## src/rtl/ea32_pkg.sv

```systemverilog
package ea32_pkg;

  typedef enum logic [1:0] {
    ST_IDLE = 2'd0,
    ST_SIB  = 2'd1,
    ST_DISP = 2'd2,
    ST_FIN  = 2'd3
  } ea_state_e;

  typedef enum logic [1:0] {
    DK_NONE  = 2'd0,
    DK_SHORT = 2'd1,
    DK_LONG  = 2'd2
  } disp_kind_e;

  localparam logic [2:0] RM_SIB   = 3'd4;
  localparam logic [2:0] REG_SP   = 3'd4;
  localparam logic [2:0] REG_BP   = 3'd5;
  localparam logic [2:0] IDX_NONE = 3'd4;

  // Displacement size from the mode field; base5 flags a base code of 5
  function automatic disp_kind_e disp_kind(input logic [1:0] m, input logic base5);
    disp_kind_e k;
    case (m)
      2'd1:    k = DK_SHORT;
      2'd2:    k = DK_LONG;
      2'd0:    k = base5 ? DK_LONG : DK_NONE;
      default: k = DK_NONE;
    endcase
    return k;
  endfunction

endpackage

```

## src/rtl/ea32_ctrl.sv

```systemverilog
module ea32_ctrl
  import ea32_pkg::*;
#(
  parameter int unsigned DISP_BYTES = 4
) (
  input  logic       clk,
  input  logic       rst_n,
  input  logic       start_i,
  input  logic [1:0] mod_i,
  input  logic [2:0] rm_i,
  input  logic       valid_i,
  input  logic [7:0] byte_i,
  output logic       ready_o,
  output logic       disp_load_o,
  output logic       fin_o,
  output logic [1:0] mod_o,
  output logic [2:0] rm_o,
  output logic [7:0] sib_o,
  output logic       short_o
);

  localparam int unsigned CW = (DISP_BYTES > 1) ? $clog2(DISP_BYTES) : 1;
  localparam logic [CW-1:0] CNT_LONG = CW'(DISP_BYTES - 1);

  ea_state_e   st_q, st_d;
  logic [1:0]  mod_q, mod_d;
  logic [2:0]  rm_q, rm_d;
  logic [7:0]  sib_q, sib_d;
  logic [CW-1:0] cnt_q, cnt_d;
  logic        short_q, short_d;
  logic        beat;
  disp_kind_e  dk;

  assign ready_o     = ((st_q == ST_SIB) || (st_q == ST_DISP)) && !start_i;
  assign beat        = valid_i && ready_o;
  assign disp_load_o = beat && (st_q == ST_DISP);
  assign fin_o       = (st_q == ST_FIN);
  assign mod_o       = mod_q;
  assign rm_o        = rm_q;
  assign sib_o       = sib_q;
  assign short_o     = short_q;

  always_comb begin
    st_d    = st_q;
    mod_d   = mod_q;
    rm_d    = rm_q;
    sib_d   = sib_q;
    cnt_d   = cnt_q;
    short_d = short_q;
    dk      = DK_NONE;
    if (start_i) begin
      mod_d   = mod_i;
      rm_d    = rm_i;
      sib_d   = '0;
      short_d = (mod_i == 2'd1);
      cnt_d   = '0;
      dk      = disp_kind(mod_i, rm_i == REG_BP);
      if (rm_i == RM_SIB) begin
        st_d = ST_SIB;
      end else if (dk != DK_NONE) begin
        st_d  = ST_DISP;
        cnt_d = (dk == DK_LONG) ? CNT_LONG : '0;
      end else begin
        st_d = ST_FIN;
      end
    end else begin
      case (st_q)
        ST_SIB: begin
          if (beat) begin
            sib_d = byte_i;
            dk    = disp_kind(mod_q, byte_i[2:0] == REG_BP);
            if (dk != DK_NONE) begin
              st_d  = ST_DISP;
              cnt_d = (dk == DK_LONG) ? CNT_LONG : '0;
            end else begin
              st_d = ST_FIN;
            end
          end
        end
        ST_DISP: begin
          if (beat) begin
            if (cnt_q == '0) st_d = ST_FIN;
            else             cnt_d = cnt_q - CW'(1);
          end
        end
        ST_FIN:  st_d = ST_IDLE;
        default: st_d = ST_IDLE;
      endcase
    end
  end

  always_ff @(posedge clk or negedge rst_n) begin
    if (!rst_n) begin
      st_q    <= ST_IDLE;
      mod_q   <= '0;
      rm_q    <= '0;
      sib_q   <= '0;
      cnt_q   <= '0;
      short_q <= 1'b0;
    end else begin
      st_q    <= st_d;
      mod_q   <= mod_d;
      rm_q    <= rm_d;
      sib_q   <= sib_d;
      cnt_q   <= cnt_d;
      short_q <= short_d;
    end
  end

  // base code 5 under mode 0 must go on to fetch a 32-bit displacement
  p_sib_disp32_r6: assert property (@(posedge clk) disable iff (!rst_n)
    (st_q == ST_SIB && beat && mod_q == 2'd0 && byte_i[2:0] == REG_BP) |=> (st_q == ST_DISP));

  // a byte is taken only when the stream offers one
  p_beat_valid_r9: assert property (@(posedge clk) disable iff (!rst_n)
    disp_load_o |-> valid_i);

  // the final state lasts exactly one cycle unless a new start arrives
  p_fin_once_r10: assert property (@(posedge clk) disable iff (!rst_n)
    (fin_o && !start_i) |=> (st_q == ST_IDLE));

endmodule

```

## src/rtl/ea32_disp.sv

```systemverilog
module ea32_disp #(
  parameter int unsigned W = 32
) (
  input  logic         clk,
  input  logic         rst_n,
  input  logic         clr_i,
  input  logic         load_i,
  input  logic [7:0]   byte_i,
  input  logic         short_i,
  output logic [W-1:0] disp_o
);

  logic [W-1:0] d_q, d_d;

  // Bytes enter at the top and shift down: least significant byte first
  always_comb begin
    d_d = d_q;
    if (clr_i)       d_d = '0;
    else if (load_i) d_d = {byte_i, d_q[W-1:8]};
  end

  always_ff @(posedge clk or negedge rst_n) begin
    if (!rst_n) d_q <= '0;
    else        d_q <= d_d;
  end

  assign disp_o = short_i ? {{(W-8){d_q[W-1]}}, d_q[W-1 -: 8]} : d_q;

  // a new operation starts from an empty displacement
  p_disp_clear_r8: assert property (@(posedge clk) disable iff (!rst_n)
    clr_i |=> (d_q == '0));

endmodule

```

## src/rtl/ea32_addr.sv

```systemverilog
module ea32_addr
  import ea32_pkg::*;
#(
  parameter int unsigned W    = 32,
  parameter int unsigned NREG = 8
) (
  input  logic [NREG*W-1:0] gpr_i,
  input  logic [1:0]        mod_i,
  input  logic [2:0]        rm_i,
  input  logic [7:0]        sib_i,
  input  logic [W-1:0]      disp_i,
  input  logic [W-1:0]      ds_base_i,
  input  logic [W-1:0]      ss_base_i,
  input  logic              ovr_i,
  input  logic [W-1:0]      ovr_base_i,
  output logic [W-1:0]      off_o,
  output logic [W-1:0]      lin_o
);

  logic [2:0]   base_code;
  logic         use_base;
  logic         use_ss;
  logic [W-1:0] base_val;
  logic [W-1:0] idx_val;
  logic [W-1:0] seg_val;

  always_comb begin
    base_code = rm_i;
    idx_val   = '0;
    if (rm_i == RM_SIB) begin
      base_code = sib_i[2:0];
      if (sib_i[5:3] != IDX_NONE)
        idx_val = gpr_i[W*int'(sib_i[5:3]) +: W] << sib_i[7:6];
    end
    use_base = !((base_code == REG_BP) && (mod_i == 2'd0));
    use_ss   = use_base && ((base_code == REG_BP) || (base_code == REG_SP));
    base_val = use_base ? gpr_i[W*int'(base_code) +: W] : '0;
    off_o    = base_val + idx_val + disp_i;
    if (ovr_i)       seg_val = ovr_base_i;
    else if (use_ss) seg_val = ss_base_i;
    else             seg_val = ds_base_i;
    lin_o = seg_val + off_o;
  end

endmodule

```

## src/rtl/ea32_gen.sv

```systemverilog
module ea32_gen #(
  parameter int unsigned W = 32
) (
  input  logic           clk,
  input  logic           rst_n,
  input  logic           start_i,
  input  logic [1:0]     mod_i,
  input  logic [2:0]     rm_i,
  input  logic [8*W-1:0] gpr_i,
  input  logic [W-1:0]   ds_base_i,
  input  logic [W-1:0]   ss_base_i,
  input  logic           seg_ovr_i,
  input  logic [W-1:0]   seg_ovr_base_i,
  input  logic           byte_valid_i,
  input  logic [7:0]     byte_data_i,
  output logic           byte_ready_o,
  output logic           done_o,
  output logic [W-1:0]   offset_o,
  output logic [W-1:0]   lin_addr_o
);

  localparam int unsigned NREG       = 8;
  localparam int unsigned DISP_BYTES = W / 8;

  logic         fin, disp_load, short_disp;
  logic [1:0]   mod_q;
  logic [2:0]   rm_q;
  logic [7:0]   sib_q;
  logic [W-1:0] disp_val, off_c, lin_c;
  logic [W-1:0] off_q, off_d, lin_q, lin_d;
  logic         done_q, done_d;

  ea32_ctrl #(.DISP_BYTES(DISP_BYTES)) u_ctrl (
    .clk         (clk),
    .rst_n       (rst_n),
    .start_i     (start_i),
    .mod_i       (mod_i),
    .rm_i        (rm_i),
    .valid_i     (byte_valid_i),
    .byte_i      (byte_data_i),
    .ready_o     (byte_ready_o),
    .disp_load_o (disp_load),
    .fin_o       (fin),
    .mod_o       (mod_q),
    .rm_o        (rm_q),
    .sib_o       (sib_q),
    .short_o     (short_disp)
  );

  ea32_disp #(.W(W)) u_disp (
    .clk     (clk),
    .rst_n   (rst_n),
    .clr_i   (start_i),
    .load_i  (disp_load),
    .byte_i  (byte_data_i),
    .short_i (short_disp),
    .disp_o  (disp_val)
  );

  ea32_addr #(.W(W), .NREG(NREG)) u_addr (
    .gpr_i      (gpr_i),
    .mod_i      (mod_q),
    .rm_i       (rm_q),
    .sib_i      (sib_q),
    .disp_i     (disp_val),
    .ds_base_i  (ds_base_i),
    .ss_base_i  (ss_base_i),
    .ovr_i      (seg_ovr_i),
    .ovr_base_i (seg_ovr_base_i),
    .off_o      (off_c),
    .lin_o      (lin_c)
  );

  always_comb begin
    off_d  = fin ? off_c : off_q;
    lin_d  = fin ? lin_c : lin_q;
    done_d = fin;
  end

  always_ff @(posedge clk or negedge rst_n) begin
    if (!rst_n) begin
      off_q  <= '0;
      lin_q  <= '0;
      done_q <= 1'b0;
    end else begin
      off_q  <= off_d;
      lin_q  <= lin_d;
      done_q <= done_d;
    end
  end

  assign offset_o   = off_q;
  assign lin_addr_o = lin_q;
  assign done_o     = done_q;

  // completion follows the final state by one cycle
  p_done_after_fin_r10: assert property (@(posedge clk) disable iff (!rst_n)
    fin |=> done_o);

  // the completion pulse is one cycle wide
  p_done_single_r10: assert property (@(posedge clk) disable iff (!rst_n)
    done_o |=> !done_o);

  // results hold outside the completion update
  p_hold_r10: assert property (@(posedge clk) disable iff (!rst_n)
    !fin |=> ($stable(offset_o) && $stable(lin_addr_o)));

endmodule

```

## config.mk

```make
export PLATFORM = sky130hd
export DESIGN_NAME = ea32_gen
export DESIGN_NICKNAME = d
export VERILOG_FILES = /design/src/rtl/ea32_pkg.sv /design/src/rtl/ea32_ctrl.sv /design/src/rtl/ea32_disp.sv /design/src/rtl/ea32_addr.sv /design/src/rtl/ea32_gen.sv
export SDC_FILE = /design/constraint.sdc
export NUM_CORES = 1
export LEC_CHECK = 0
export ABC_AREA = 1
export BUFFER_PORTS_ARGS = -buffer_cell sky130_fd_sc_hd__buf_2
export CORE_ASPECT_RATIO = 1.2
export CORE_MARGIN = 2
export CORE_UTILIZATION = 31
export DETAILED_ROUTE_END_ITERATION = 8
export PLACE_DENSITY_LB_ADDON = 0.3
export SLEW_MARGIN = 25
export SYNTH_ARGS = -nofsm -noshare
export SYNTH_HDL_FRONTEND = slang
export SYNTH_SLANG_ARGS = --single-unit
export TNS_END_PERCENT = 5
```

## constraint.sdc

```tcl
create_clock -name clk -period 6.1 [get_ports clk]
set_input_delay 0.61 -clock clk [delete_from_list [all_inputs] [get_ports clk]]
set_output_delay 0.61 -clock clk [all_outputs]
set_load 0.02 [all_outputs]
```

## After elaboration in Yosys (flattened, before gate mapping)

Cells that the tools add are included.

- Register bits: 115
- Word-level logic and storage cells: 97

- $add $sub $neg: 4
- Equal/unequal tests: 21
- Shifts and indexed selects: 3
- Mux-type cells: 38
- Reduce and logical (&&, ||, !) cells: 21

Operators with widths:

| cell | number |
|---|---|
| $shiftx A256 B9 Y32 | 2 |
| $mux W32 | 7 |
| $add A32 B32 Y32 | 3 |
| $mux W2 | 20 |
| $shl A32 B2 Y32 | 1 |
| $mux W31 | 1 |
| $mux W8 | 3 |
| $eq A3 B3 Y1 const B | 6 |
| $eq A2 B2 Y1 const B | 6 |
| $ne A3 B3 Y1 const B | 4 |
| $pmux W2 S3 | 2 |
| $reduce_bool A2 Y1 | 5 |
| $pmux W2 S2 | 2 |
| $eq A2 B1 Y1 const B | 3 |
| $logic_not A2 Y1 | 3 |
| $ne A3 B2 Y1 const B | 2 |
| $logic_and A1 B1 Y1 | 5 |
| $reduce_and A5 Y1 | 1 |
| $mux W3 | 1 |
| $reduce_and A3 Y1 | 1 |
| $reduce_bool A3 Y1 | 1 |
| $logic_not A1 Y1 | 2 |
| $logic_or A1 B1 Y1 | 2 |
| $mux W1 | 2 |
| 2 further kinds | 2 |

## Longest topological paths before layout

- Word-level depth: 13
- Gate-level depth with buffers: 38
- Mapped depth without buffers: 34

## Cells and area by module

A second synthesis with hierarchy kept.

- Cells, all modules: 2534
- Area, all modules: 15406.0 um^2

By module, submodules not included:

| module | instances | cells an instance | area an instance (um^2) | sequential area each (um^2) |
|---|---|---|---|---|
| ea32_addr | 1 | 1916 | 10222.3 | 0.0 |
| ea32_gen | 1 | 271 | 2471.1 | 1626.6 |
| ea32_disp | 1 | 217 | 1689.1 | 800.8 |
| ea32_ctrl | 1 | 130 | 1023.5 | 450.4 |

## Worst setup path after synthesis

OpenSTA, ideal clock, no wires.

- Path type: reg-to-reg
- Start: reg u_ctrl.sib_q[3], in the netlist u_ctrl.sib_o[3]
- End: reg lin_q[30], in the netlist lin_addr_o[30]
- Data arrival time: 4.968 ns
- Path slack: 1.015 ns
- Stages on the path, launching flop included: 35
- Clock period less this slack: 5.085 ns
- Cell sequence: dfrtp_1 > buf_4 > inv_1 > buf_2 > buf_2 > buf_2 > a21oi_1 > o21ai_0 > nand3_1 > nand2_1 > nor2_1 > a31oi_1 > nor2_1 > fa_1 > ha_1 > inv_1 > fa_1 > inv_1 > nand2_1 > nand3_1 > a21oi_1 > o21ai_0 > xor2_1 > ha_1 > nand2_1 > nor2_1 > nand4_1 > o211ai_1 > nand3b_1 > nand2_1 > nand2_1 > nand2_1 > nand2_1 > nand3_1 > nand2_1

- Longest elaborated chain between the ends: 7
- Elaborated cells between the ends (all ways): 8
- Those cells by class: add/sub: 3; eq/ne: 1; shift: 2; mux: 2

Ends and longest elaborated chain:

| item | RTL line | source |
|---|---|---|
| start, declared | ea32_ctrl.sv:28 | `logic [7:0] sib_q, sib_d;` |
| start signal, assigned | ea32_ctrl.sv:104 | `sib_q <= sib_d;` |
| $shiftx A256 B9 Y32 | ea32_addr.sv:33 | `idx_val = gpr_i[W*int'(sib_i[5:3]) +: W] << sib_i[7:6];` |
| $shl A32 B2 Y32 | ea32_addr.sv:33 |  |
| $mux W32 (*) | ea32_addr.sv:32 | `if (sib_i[5:3] != IDX_NONE)` |
| $mux W32 (*) | ea32_addr.sv:30 | `if (rm_i == RM_SIB) begin` |
| $add A32 B32 Y32 (*) (2 in series) | ea32_addr.sv:38 | `off_o = base_val + idx_val + disp_i;` |
| named net off_c[15] | ea32_gen.sv:29 | `logic [W-1:0] disp_val, off_c, lin_c;` |
| $add A32 B32 Y32 (*) | ea32_addr.sv:42 | `lin_o = seg_val + off_o;` |
| end signal, assigned | ea32_gen.sv:87 | `lin_q <= lin_d;` |
| end, declared | ea32_gen.sv:30 | `logic [W-1:0] off_q, off_d, lin_q, lin_d;` |

Mark *: on every way through the listed nets, which the timed path passes. The rest lies on a longest branch.
A chain may end at the register's enable or synchronous reset.

## Final worst setup path

- Start: reg u_ctrl.sib_q[3], in the netlist u_ctrl.sib_o[3]
- End: reg lin_q[31], in the netlist lin_addr_o[31]

The elaborated chain is that of the path after synthesis.

==> impl_metrics.yaml <==
routing:
  firstDrtPassIters: 6
  drt-total-wl_mm: 68.8
  vias_per_cell: 5.30
  drc: 0
  first_iter_violations: 1396
  avgRoutedWirePerCell_um: 19.0
  ant_nets: 0
  dr_total_vias: 19129
worst_setup_path:
  reg2regPathDepth: 33
  critPathSlowestCell: "dfrtp_4"
  r2r_start: "u_ctrl.sib_o[3]"
  endpoint_kind: "register"
  critPathCapture: "lin_addr_o[31]"
  cp-startpoint: "u_ctrl.sib_o[3]"
  crit_top_cell: "inv_1"
  worst_ep_required_time_ns: 6.42
  r2r_setup_slack_ns: 0.47
  critPathKind: "register to register"
  r2r_end: "lin_addr_o[31]"
  crit_path_start_kind: "register"
  crit_path_max_fanout: 41
  arrival_ns: 5.95
  critPathMaxStageDelay_ns: 0.54
grt:
  grt_pass1_vias: 18369
  grt_usage_pct: 25.4
  antenna_found_initial: 16
  grt_start_max_net_pins: 136
  grt_first_pass_wirelength_mm: 104
  grt_overflow: 0
timing:
  whs_ns: 0.261
  hold_viol: 0
  finalSetupViolCount: 0
  slew_headroom_pct: 32.9
  fin_ws_ns: 0.469
  finalCritPeriodShare_pct: 92.3
  worstMarginPinSlew_ns: 1.00
  fmax_ghz: 0.178
  fin_skew_ns: 0.0104
  finalCriticalPeriod_ns: 5.63
  slew_violations: 0
  finalSetupTns_ns: 0
floorplanning:
  initial_core_util_pct: 31.5
  dieHeight_um: 249
  fp-row-count: 89
  core_um2: 49200
  die_w_um: 208
  io_pins: 436
  die-area_um2: 51800
synthesis:
  syn-num-nets: 3056
  synth_compound_area_share_pct: 25.6
  yosys.area_share.adder_pct: 9.52
  ys_ff_latch: 115
  avgSynthCellArea_um2: 5.98
  synth_edf_count: 0
  netlist_area_um2: 15500
  synth_top_area_cell: "dfrtp_1"
  async_flop_share_pct: 100
  synth_cell_types: 48
  synth.area.mux_share_pct: 0.145
  ys_seq_area_share_pct: 18.6
  synth_xor_area_share_pct: 1.98
  synth_top_flop_cell: "dfrtp_1"
  yosysWarnings: 0
  syn-instance-count: 2588
  synth_top_family_by_area: "simple AND/OR/NAND/NOR gates"
  synth_top_cell_area_share_pct: 18.6
  post_synth_and_or_nand_nor_area_fraction_pct: 33.1
  synth_area_leaders: "dfrtp_1 (19%), nand2_1 (15%), o21ai_0 (11%)"
clock_tree:
  postCtsHoldBufs: 0
  numClockSinks: 115
  cts_root_buffer: "clkbuf_16"
  cts_tree: "yes"
  clk_path_buf_depth: 2
  cts_inserted_buffers: 17
  clock_latency_ns: 0.43
  htree_num_levels: 4
  path_clk_slew_ns: 0.07
finish:
  regArea_um2: 2880
  area_growth_pct: 23.9
  multi_input_area_um2: 11000
  final_nets: 3420
  fillers: 5501
  stdcell_count: 3612
  drive_above_1_share_pct: 22.3
placed_design:
  dpl.cell_count: 3567
  portBuffers: 435
  hpwl_mm: 55.5
  dp_slack_ns: 0.200
  routabilityCongestion: 1.01
power_and_ir_drop:
  p_total_mw: 7.72
  power.density_nw_per_um2: 402
  ir_worst_vdd_v: 0.000220
  p_leak_nw: 9.69
outcome:
  outcome: "complete, no violations"
flow_run:
  max_cap_violations: 0
min_path:
  min_path_type: "primary input to asynchronous set/reset pin"
[worst min path at each step]
| stage | from | endpoint | slack [ns] |
|---|---|---|---|
| after floorplan | rst_n | done_o | 0.31 |
| after global placement | lin_addr_o[1] | lin_addr_o[1] | 0.46 |
| after detailed placement | lin_addr_o[1] | lin_addr_o[1] | 0.46 |
| after CTS | rst_n | lin_addr_o[28] | 0.29 |
| after global routing | rst_n | offset_o[17] | 0.33 |
| final | rst_n | offset_o[17] | 0.26 |
[power breakdown]
part	internal [mW]	switching (mW)	leakage (nW)	total [mW]
clock network	0.625	0.439	0.291	1.06
registers	1.03	0.148	1.44	1.18
logic	1.86	3.62	7.96	5.48
[placed cells by master (no fill, tap or decap), types with 81 or more instances in the layout]
| master | n |
|---|---|
| inv_1 | 275 |
| o211ai_1 | 81 |
| dfrtp_1 | 113 |
| a21oi_1 | 112 |
| o21ai_0 | 340 |
| nand2_1 | 607 |
| nand3_1 | 178 |
| buf_2 | 434 |
| nor2_1 | 276 |
| o22ai_1 | 90 |
[metal layers]
metal	vias up	track usage, %	wire length (um)
met1	8765	32.1	28100
met4	2	7.36	2060
met3	92	3.23	4890
met2	893	44.9	33700
met5	-	0	13
li1	9377	-	-
[final cells by class]
cell class / instances / share of cell area [%]
clock buffers: 18 / 2.29
inverters: 293 / 5.85
well taps: 637 / 4.15
repair buffers: 496 / 14.5
clock inverters: 14 / 0.861
diodes: 10 / 0.130
multi-input cells: 2029 / 57.2
flip-flops and latches: 115 / 15.0
[synthesized netlist by cell type, types with 27 or more instances]
master and number:
a21oi_1 112, clkbuf_1 122, nand2_1 608, fa_1 33
nor2_1 277, inv_1 277, o21ai_0 342, nor3_1 27
or2_2 41, o22ai_1 93, dfrtp_1 115, nand3_1 178
o211ai_1 81, ha_1 65
[per-stage QoR]
stage	cell area [um2]	utilization (%)
2_1_floorplan	15500	-
3_3_place_gp	18400	37.4
3_5_place_dp	18400	37.4
4_1_cts	19000	38.6
5_1_grt	19200	39.0
6_report	19200	39.0
[flip-flops by register name (all words and copies together) (netlist names)]
name,flops
lin_addr_o,32
offset_o,32
u_disp.d_q,32
u_ctrl.sib_o,8
u_ctrl.rm_o,3
u_ctrl.cnt_q,2
u_ctrl.mod_o,2
u_ctrl.st_q,2
done_o,1
u_ctrl.short_o,1
[timing repair]
action / in CTS / in global routing
gates resized for setup: 0 / 28
endpoints found under the setup margin: 0 / 10
setup buffers: 0 / 1
[logic make-up (layout without fill, tap and decap cells)]
logic type	Yosys count	count (layout)
and+or+nand+nor	1204	1204
DFF	115	115
other	0	10
AOI/OAI and AO/OA	690	690
buffers and inverters	444	821
adders and majority gates	98	98
xor gates and xnor gates	35	35
muxes	2	2
[critical path: cells and delay by family (launching register included)]
| family | cells | cell delay, ns |
|---|---|---|
| and+or+nand+nor | 14 | 1.60 |
| adders and majority gates | 3 | 1.22 |
| AOI/OAI and AO/OA | 6 | 1.08 |
| buffers and inverters | 9 | 0.87 |
| DFF | 1 | 0.54 |
| xor gates and xnor gates | 1 | 0.14 |
No activity file was read; power rests on OpenSTA's default activity.
